File: config.mk
export PLATFORM = sky130hd
export DESIGN_NAME = hbridge_guard
export DESIGN_NICKNAME = d
export VERILOG_FILES = /design/src/rtl/hbg_pkg.sv /design/src/rtl/hbg_sc_timer.sv /design/src/rtl/hbg_ctrl.sv /design/src/rtl/hbg_datapath.sv /design/src/rtl/hbridge_guard.sv
export SDC_FILE = /design/constraint.sdc
export NUM_CORES = 1
export LEC_CHECK = 0
export ABC_CLOCK_PERIOD_IN_PS = 4580
export BUFFER_PORTS_ARGS = -buffer_cell sky130_fd_sc_hd__buf_2
export CORE_MARGIN = 2
export CORE_UTILIZATION = 40
export CTS_CLUSTER_SIZE = 28
export DETAILED_ROUTE_END_ITERATION = 8
export SLEW_MARGIN = 40
export SYNTH_ARGS = -nofsm -noshare
export SYNTH_HDL_FRONTEND = slang
export SYNTH_HIERARCHICAL = 1
export SYNTH_SLANG_ARGS = --single-unit
File: constraint.sdc
create_clock -name clk -period 4.58 [get_ports clk]
set_clock_uncertainty 0.05 [all_clocks]
set_input_delay 1.145 -clock clk [delete_from_list [all_inputs] [get_ports clk]]
set_output_delay 1.145 -clock clk [all_outputs]
set_load 0.02 [all_outputs]
File: src/rtl/hbg_pkg.sv
package hbg_pkg;
  // Strobes from the control side to the output datapath.
  typedef struct packed {
    logic swRun;       // software run bit (low = standby)
    logic openLoadEn;  // open-load reporting enabled
    logic uvHold;      // undervoltage latch
    logic otHold;      // overtemperature latch
    logic scAny;       // any switch latched off by a short
  } hbg_strobe_t;
endpackage

File: src/rtl/hbg_sc_timer.sv
module hbg_sc_timer #(
  parameter int FAST_TICKS = 3,
  parameter int SLOW_TICKS = 24,
  localparam int CNT_W = $clog2(SLOW_TICKS + 1)
) (
  input  logic clk,
  input  logic rstN,
  input  logic clear,
  input  logic slowSel,
  input  logic shorted,
  input  logic isOn,
  input  logic tick,
  output logic trip
);
  logic [CNT_W-1:0] cnt;
  logic [CNT_W:0]   limit;
  logic [CNT_W:0]   nextCnt;
  logic             armed;

  always_comb begin
    limit   = slowSel ? (CNT_W+1)'(SLOW_TICKS) : (CNT_W+1)'(FAST_TICKS);
    nextCnt = {1'b0, cnt} + 1'b1;
    armed   = shorted && isOn && !clear;
    trip    = armed && tick && (nextCnt >= limit);
  end

  always_ff @(posedge clk) begin
    if (!rstN) begin
      cnt <= '0;
    end else if (!armed) begin
      cnt <= '0;
    end else if (tick) begin
      cnt <= trip ? '0 : nextCnt[CNT_W-1:0];
    end
  end
endmodule

File: src/rtl/hbg_ctrl.sv
module hbg_ctrl import hbg_pkg::*; #(
  parameter int N_OUT = 6,
  parameter int FAST_TICKS = 3,
  parameter int SLOW_TICKS = 24,
  localparam int NSW = 2 * N_OUT,
  localparam int WORD_W = NSW + 4
) (
  input  logic              clk,
  input  logic              rstN,
  input  logic [WORD_W-1:0] cfgWord,
  input  logic              cfgLoad,
  input  logic [NSW-1:0]    shortFlag,
  input  logic              supplyLow,
  input  logic              tempShut,
  input  logic              tickPulse,
  input  logic [NSW-1:0]    swEn,
  output hbg_strobe_t       strb,
  output logic [NSW-1:0]    reqOn,
  output logic [NSW-1:0]    scOff
);
  localparam int CLR_BIT = 0;
  localparam int OLD_BIT = NSW + 1;
  localparam int DLY_BIT = NSW + 2;
  localparam int RUN_BIT = NSW + 3;
  localparam logic [WORD_W-1:0] RESET_WORD = {3'b111, {(NSW + 1){1'b0}}};

  logic [WORD_W-1:0] ctrlReg;
  logic [NSW-1:0]    scHold;
  logic [NSW-1:0]    trip;
  logic              uvHold;
  logic              otHold;
  logic              clr;

  assign clr = cfgLoad && cfgWord[CLR_BIT];

  for (genvar j = 0; j < NSW; j++) begin : gTimer
    hbg_sc_timer #(.FAST_TICKS(FAST_TICKS), .SLOW_TICKS(SLOW_TICKS)) uTimer (
      .clk    (clk),
      .rstN   (rstN),
      .clear  (clr),
      .slowSel(ctrlReg[DLY_BIT]),
      .shorted(shortFlag[j]),
      .isOn   (swEn[j]),
      .tick   (tickPulse),
      .trip   (trip[j])
    );
  end

  always_ff @(posedge clk) begin
    if (!rstN) begin
      ctrlReg <= RESET_WORD;
      scHold  <= '0;
      uvHold  <= 1'b0;
      otHold  <= 1'b0;
    end else begin
      if (cfgLoad) ctrlReg <= cfgWord;
      scHold <= (scHold & ~{NSW{clr}}) | trip;
      uvHold <= (uvHold && !clr) || supplyLow;
      otHold <= (otHold && !clr) || tempShut;
    end
  end

  always_comb begin
    reqOn           = ctrlReg[NSW:1];
    scOff           = scHold;
    strb.swRun      = ctrlReg[RUN_BIT];
    strb.openLoadEn = !ctrlReg[OLD_BIT];
    strb.uvHold     = uvHold;
    strb.otHold     = otHold;
    strb.scAny      = |scHold;
  end
endmodule

File: src/rtl/hbg_datapath.sv
module hbg_datapath import hbg_pkg::*; #(
  parameter int N_OUT = 6,
  localparam int NSW = 2 * N_OUT,
  localparam int WORD_W = NSW + 4
) (
  input  logic              clk,
  input  logic              rstN,
  input  hbg_strobe_t       strb,
  input  logic [NSW-1:0]    reqOn,
  input  logic [NSW-1:0]    scOff,
  input  logic              hwRunPin,
  input  logic [N_OUT-1:0]  openLoad,
  input  logic              tempWarn,
  output logic [NSW-1:0]    swEn,
  output logic [WORD_W-1:0] statusWord
);
  logic              standby;
  logic              stopAll;
  logic [NSW-1:0]    enNext;
  logic [NSW-1:0]    swStat;
  logic [WORD_W-1:0] statNext;

  assign standby = !strb.swRun || !hwRunPin;
  assign stopAll = standby || strb.uvHold || strb.otHold;

  for (genvar k = 0; k < N_OUT; k++) begin : gBridge
    logic clash;
    assign clash = reqOn[2*k] && reqOn[2*k+1];
    for (genvar s = 0; s < 2; s++) begin : gSide
      assign enNext[2*k+s] = reqOn[2*k+s] && !clash && !scOff[2*k+s] && !stopAll;
      assign swStat[2*k+s] = (strb.openLoadEn && !enNext[2*k+s]) ? openLoad[k]
                                                                  : enNext[2*k+s];
    end
  end

  always_comb begin
    if (strb.otHold) begin
      statNext = '1;
    end else begin
      statNext = {strb.uvHold, standby, strb.scAny, swStat, tempWarn};
    end
  end

  always_ff @(posedge clk) begin
    if (!rstN) begin
      swEn       <= '0;
      statusWord <= '0;
    end else begin
      swEn       <= enNext;
      statusWord <= statNext;
    end
  end
endmodule

File: src/rtl/hbridge_guard.sv
module hbridge_guard import hbg_pkg::*; #(
  parameter int N_OUT = 6,
  parameter int FAST_TICKS = 3,
  parameter int SLOW_TICKS = 24,
  localparam int NSW = 2 * N_OUT,
  localparam int WORD_W = NSW + 4
) (
  input  logic              clk,
  input  logic              rstN,
  input  logic [WORD_W-1:0] cfgWord,
  input  logic              cfgLoad,
  input  logic              hwRunPin,
  input  logic [NSW-1:0]    shortFlag,
  input  logic [N_OUT-1:0]  openLoad,
  input  logic              tempWarn,
  input  logic              tempShut,
  input  logic              supplyLow,
  input  logic              tickPulse,
  output logic [NSW-1:0]    swEn,
  output logic [WORD_W-1:0] statusWord
);
  hbg_strobe_t    strb;
  logic [NSW-1:0] reqOn;
  logic [NSW-1:0] scOff;

  hbg_ctrl #(.N_OUT(N_OUT), .FAST_TICKS(FAST_TICKS), .SLOW_TICKS(SLOW_TICKS)) uCtrl (
    .clk      (clk),
    .rstN     (rstN),
    .cfgWord  (cfgWord),
    .cfgLoad  (cfgLoad),
    .shortFlag(shortFlag),
    .supplyLow(supplyLow),
    .tempShut (tempShut),
    .tickPulse(tickPulse),
    .swEn     (swEn),
    .strb     (strb),
    .reqOn    (reqOn),
    .scOff    (scOff)
  );

  hbg_datapath #(.N_OUT(N_OUT)) uPath (
    .clk       (clk),
    .rstN      (rstN),
    .strb      (strb),
    .reqOn     (reqOn),
    .scOff     (scOff),
    .hwRunPin  (hwRunPin),
    .openLoad  (openLoad),
    .tempWarn  (tempWarn),
    .swEn      (swEn),
    .statusWord(statusWord)
  );
endmodule

==> reports/qor.csv <==
metric;value;unit
dp_cells;1073;
grt_max_degree;133;
fin_cells;1105;
synth-adder-area-share;10.2;%
clock_path_buffers;2;
core;18000;um^2
grt_overflow;0;
synth-async-reset-ratio;0;%
tns;0;ns
worst_pin_slew;0.616;ns
synth_edf_count;0;
cts_tree;done;
synth_top_family_by_area;simple AND/OR/NAND/NOR gates;
p_leak;3.32;nW
maxCapViolCount;0;
critPathMaxStageDelay;0.71;ns
cts-buffers-inserted;17;
yosys.area_share.simple;26.3;%
worstSetupEndpointType;flop;
syn-cell-area;7350;um^2
required;4.85;ns
syn2layout_area_growth;13.9;%
synthTopCellsByArea;dfxtp_1 (32%), ha_1 (10%), nor2b_1 (5.1%), a2111oi_4 (4.5%), nand3_1 (3.3%);
grt_pass1_wl;27800;um
fmaxAchievable;386;MHz
post-route-period-util;56.6;%
muxShareOfSynthArea;1.91;%
rows;49;
die_area;19500;um^2
relSlewSlack;58.9;%
synth.avg_cell_area;9.11;um^2
ys_ff_latch;117;
path_max_fanout;23;
via_per_inst;5.28;
clk_pin_slew;0.05;ns
synthXorXnorAreaFrac;2.86;%
status;completed;
hold_path.class;reg2reg;
gp_congestion;0.831;
post_cts_resized;0;
htree_num_levels;4;
netlist.area_leader.share;31.9;%
wl_per_cell;15.4;um
syn_nets;909;
dpl.hpwl;12400;um
grt_pass1_vias;5459;
die_h;140;um
synth_cell_type_count;43;
power.density;311;nW/um^2
grtUsageTotal;17.8;%
postCtsSetupBuffers;0;
num-fill-cells;1780;
port_buffers;69;
crit_slowest_cell;dfxtp_2;
drive_gt1_share;18.3;%
drt_iter0_drc;313;
cp-start-kind;flop;
synth-compound-area-share;21.8;%
setup_viol;0;
drtPass1Iterations;5;
drc;0;
nets;965;
rsz0062_at_grt;false;
reg2regPathDepth;7;
synth_top_cell_by_area;dfxtp_1;
synth_warnings;6;
synth-main-ff-cell;dfxtp_1;
antenna_found_initial;1;
cts_hold_buf;0;
drv_slew;0;
crit_chain;inv_1, ha_1, nand2b_1, a2111oi_4, o21ai_1, and3_1, o21a_1;
final_antenna_net_count;0;
max-vdd-ir-drop;0.000274;V
ys_seq_area_share;31.9;%
num_vias;5833;
initial_core_util;40.8;%
hold_viol_final;0;
hold_depth;2;
io_pins;70;
cts-root-buf;clkbuf_16;
clock_latency;0.42;ns
fin_util;46.4;%
numClockSinks;117;
die_w;140;um
wirelength;17000;um
synthCells;807;
crit_type;reg2reg;
period_needed;2.59;ns
cp_data_arrival_time;2.86;ns
rrSetupSlack;1.99;ns
[path summary, 6_finish.rpt]
path	endpoint	startpoint
setup / recovery	uCtrl/scOff[1]$_SDFF_PN0_	uCtrl/ctrlReg[14]$_SDFFE_PN1P_
hold / removal	uPath/swEn[3]$_SDFF_PN0_	uCtrl/ctrlReg[4]$_SDFFE_PN0P_
setup reg to reg	uCtrl/scOff[1]$_SDFF_PN0_	uCtrl/ctrlReg[14]$_SDFFE_PN1P_
hold reg to reg	uPath/swEn[3]$_SDFF_PN0_	uCtrl/ctrlReg[4]$_SDFFE_PN0P_
[cell type report]
cell class	instances	area (um^2)	share of cell area [%]
repair buffers	75	403	4.81
well taps	229	287	3.42
clock buffers	23	498	5.95
inverters	28	105	1.26
diodes	1	2.50	0.0299
flip-flops and latches	117	2340	28.0
clock inverters	8	97.6	1.17
multi-input cells	624	4630	55.4
[cell usage in the layout, fill, tap and decap left out, types with 25 or more instances in the layout]
| cell | count |
|---|---|
| buf_2 | 69 |
| dfxtp_1 | 116 |
| ha_1 | 60 |
| inv_1 | 28 |
| nand2_1 | 50 |
| nand2b_1 | 36 |
| nand3_1 | 49 |
| nor2_1 | 37 |
| nor2b_1 | 60 |
| o211ai_1 | 25 |
| o21a_1 | 29 |
| o21ai_0 | 30 |
[sequential cells by signal, indices dropped and copies added, names as in the netlist]
name                     count
uPath/swEn                  12
uCtrl/otHold                 1
uCtrl/uvHold                 1
uCtrl/gTimer.uTimer/cnt     60
uCtrl/scOff                 12
uPath/statusWord            16
uCtrl/ctrlReg               15
[synthesized netlist by cell type, types with 5 or more instances]
cell / n
nor2_1: 37
o21ai_0: 30
nor2b_1: 60
o211ai_1: 25
xnor2_1: 24
nor3b_1: 24
a21oi_1: 24
buf_4: 16
and3_1: 12
or2_2: 12
a31oi_1: 24
a21boi_0: 9
o32ai_1: 12
o21ai_1: 24
a21o_2: 6
nand2b_1: 36
ha_1: 60
inv_1: 28
a2111oi_4: 12
nand3_1: 49
nand4bb_1: 5
nand3b_1: 12
o21a_1: 29
a21boi_1: 5
or3_4: 12
nand2_1: 50
buf_6: 5
clkbuf_1: 13
mux2i_1: 14
dfxtp_1: 117
[through the flow]
step	total power [W]	hold slack, ns	instance area (um^2)	worst slack, ns
6_report	0.00260	0.451	8370	1.99
5_1_grt	0.00270	0.476	8370	1.80
4_1_cts	0.00263	0.448	8370	1.97
3_5_place_dp	0.00129	0.440	7770	1.75
3_3_place_gp	0.00129	0.437	7770	1.45
2_1_floorplan	0.00123	0.393	7350	2.07
[power breakdown]
group / leakage (nW) / switching (W) / internal (W) / total (W)
sequential: 0.950 / 0.0000211 / 0.00104 / 0.00106
clock: 0.287 / 0.000462 / 0.000865 / 0.00133
combinational: 2.08 / 0.000122 / 0.0000886 / 0.000211
total: 3.32 / 0.000605 / 0.00199 / 0.00260
[kinds of logic (layout without fill, tap and decap cells)]
group,count (synthesis),after routing
adders and majority gates,60,60
DFF,117,117
other,0,1
buffers and inverters,66,134
AOI/OAI and AO/OA,206,206
xor gates and xnor gates,24,24
muxes,14,14
and+or+nand+nor,320,320
[critical path: cells and delay by family (launching register included)]
family | cells | cell delay (ns)
compound gates | 3 | 0.83
flops | 1 | 0.71
simple gates | 2 | 0.37
fa+ha+maj | 1 | 0.32
buf+inv | 1 | 0.19
[layer usage]
metal	part of all wire [%]	wire [um]	GRT usage, %
met3	4.1	700	4.37
met4	1.7	285	6.00
met1	49	8340	24.1
met2	45	7670	28.0
met5	0	0	0
(Power assumes the default switching activity.)
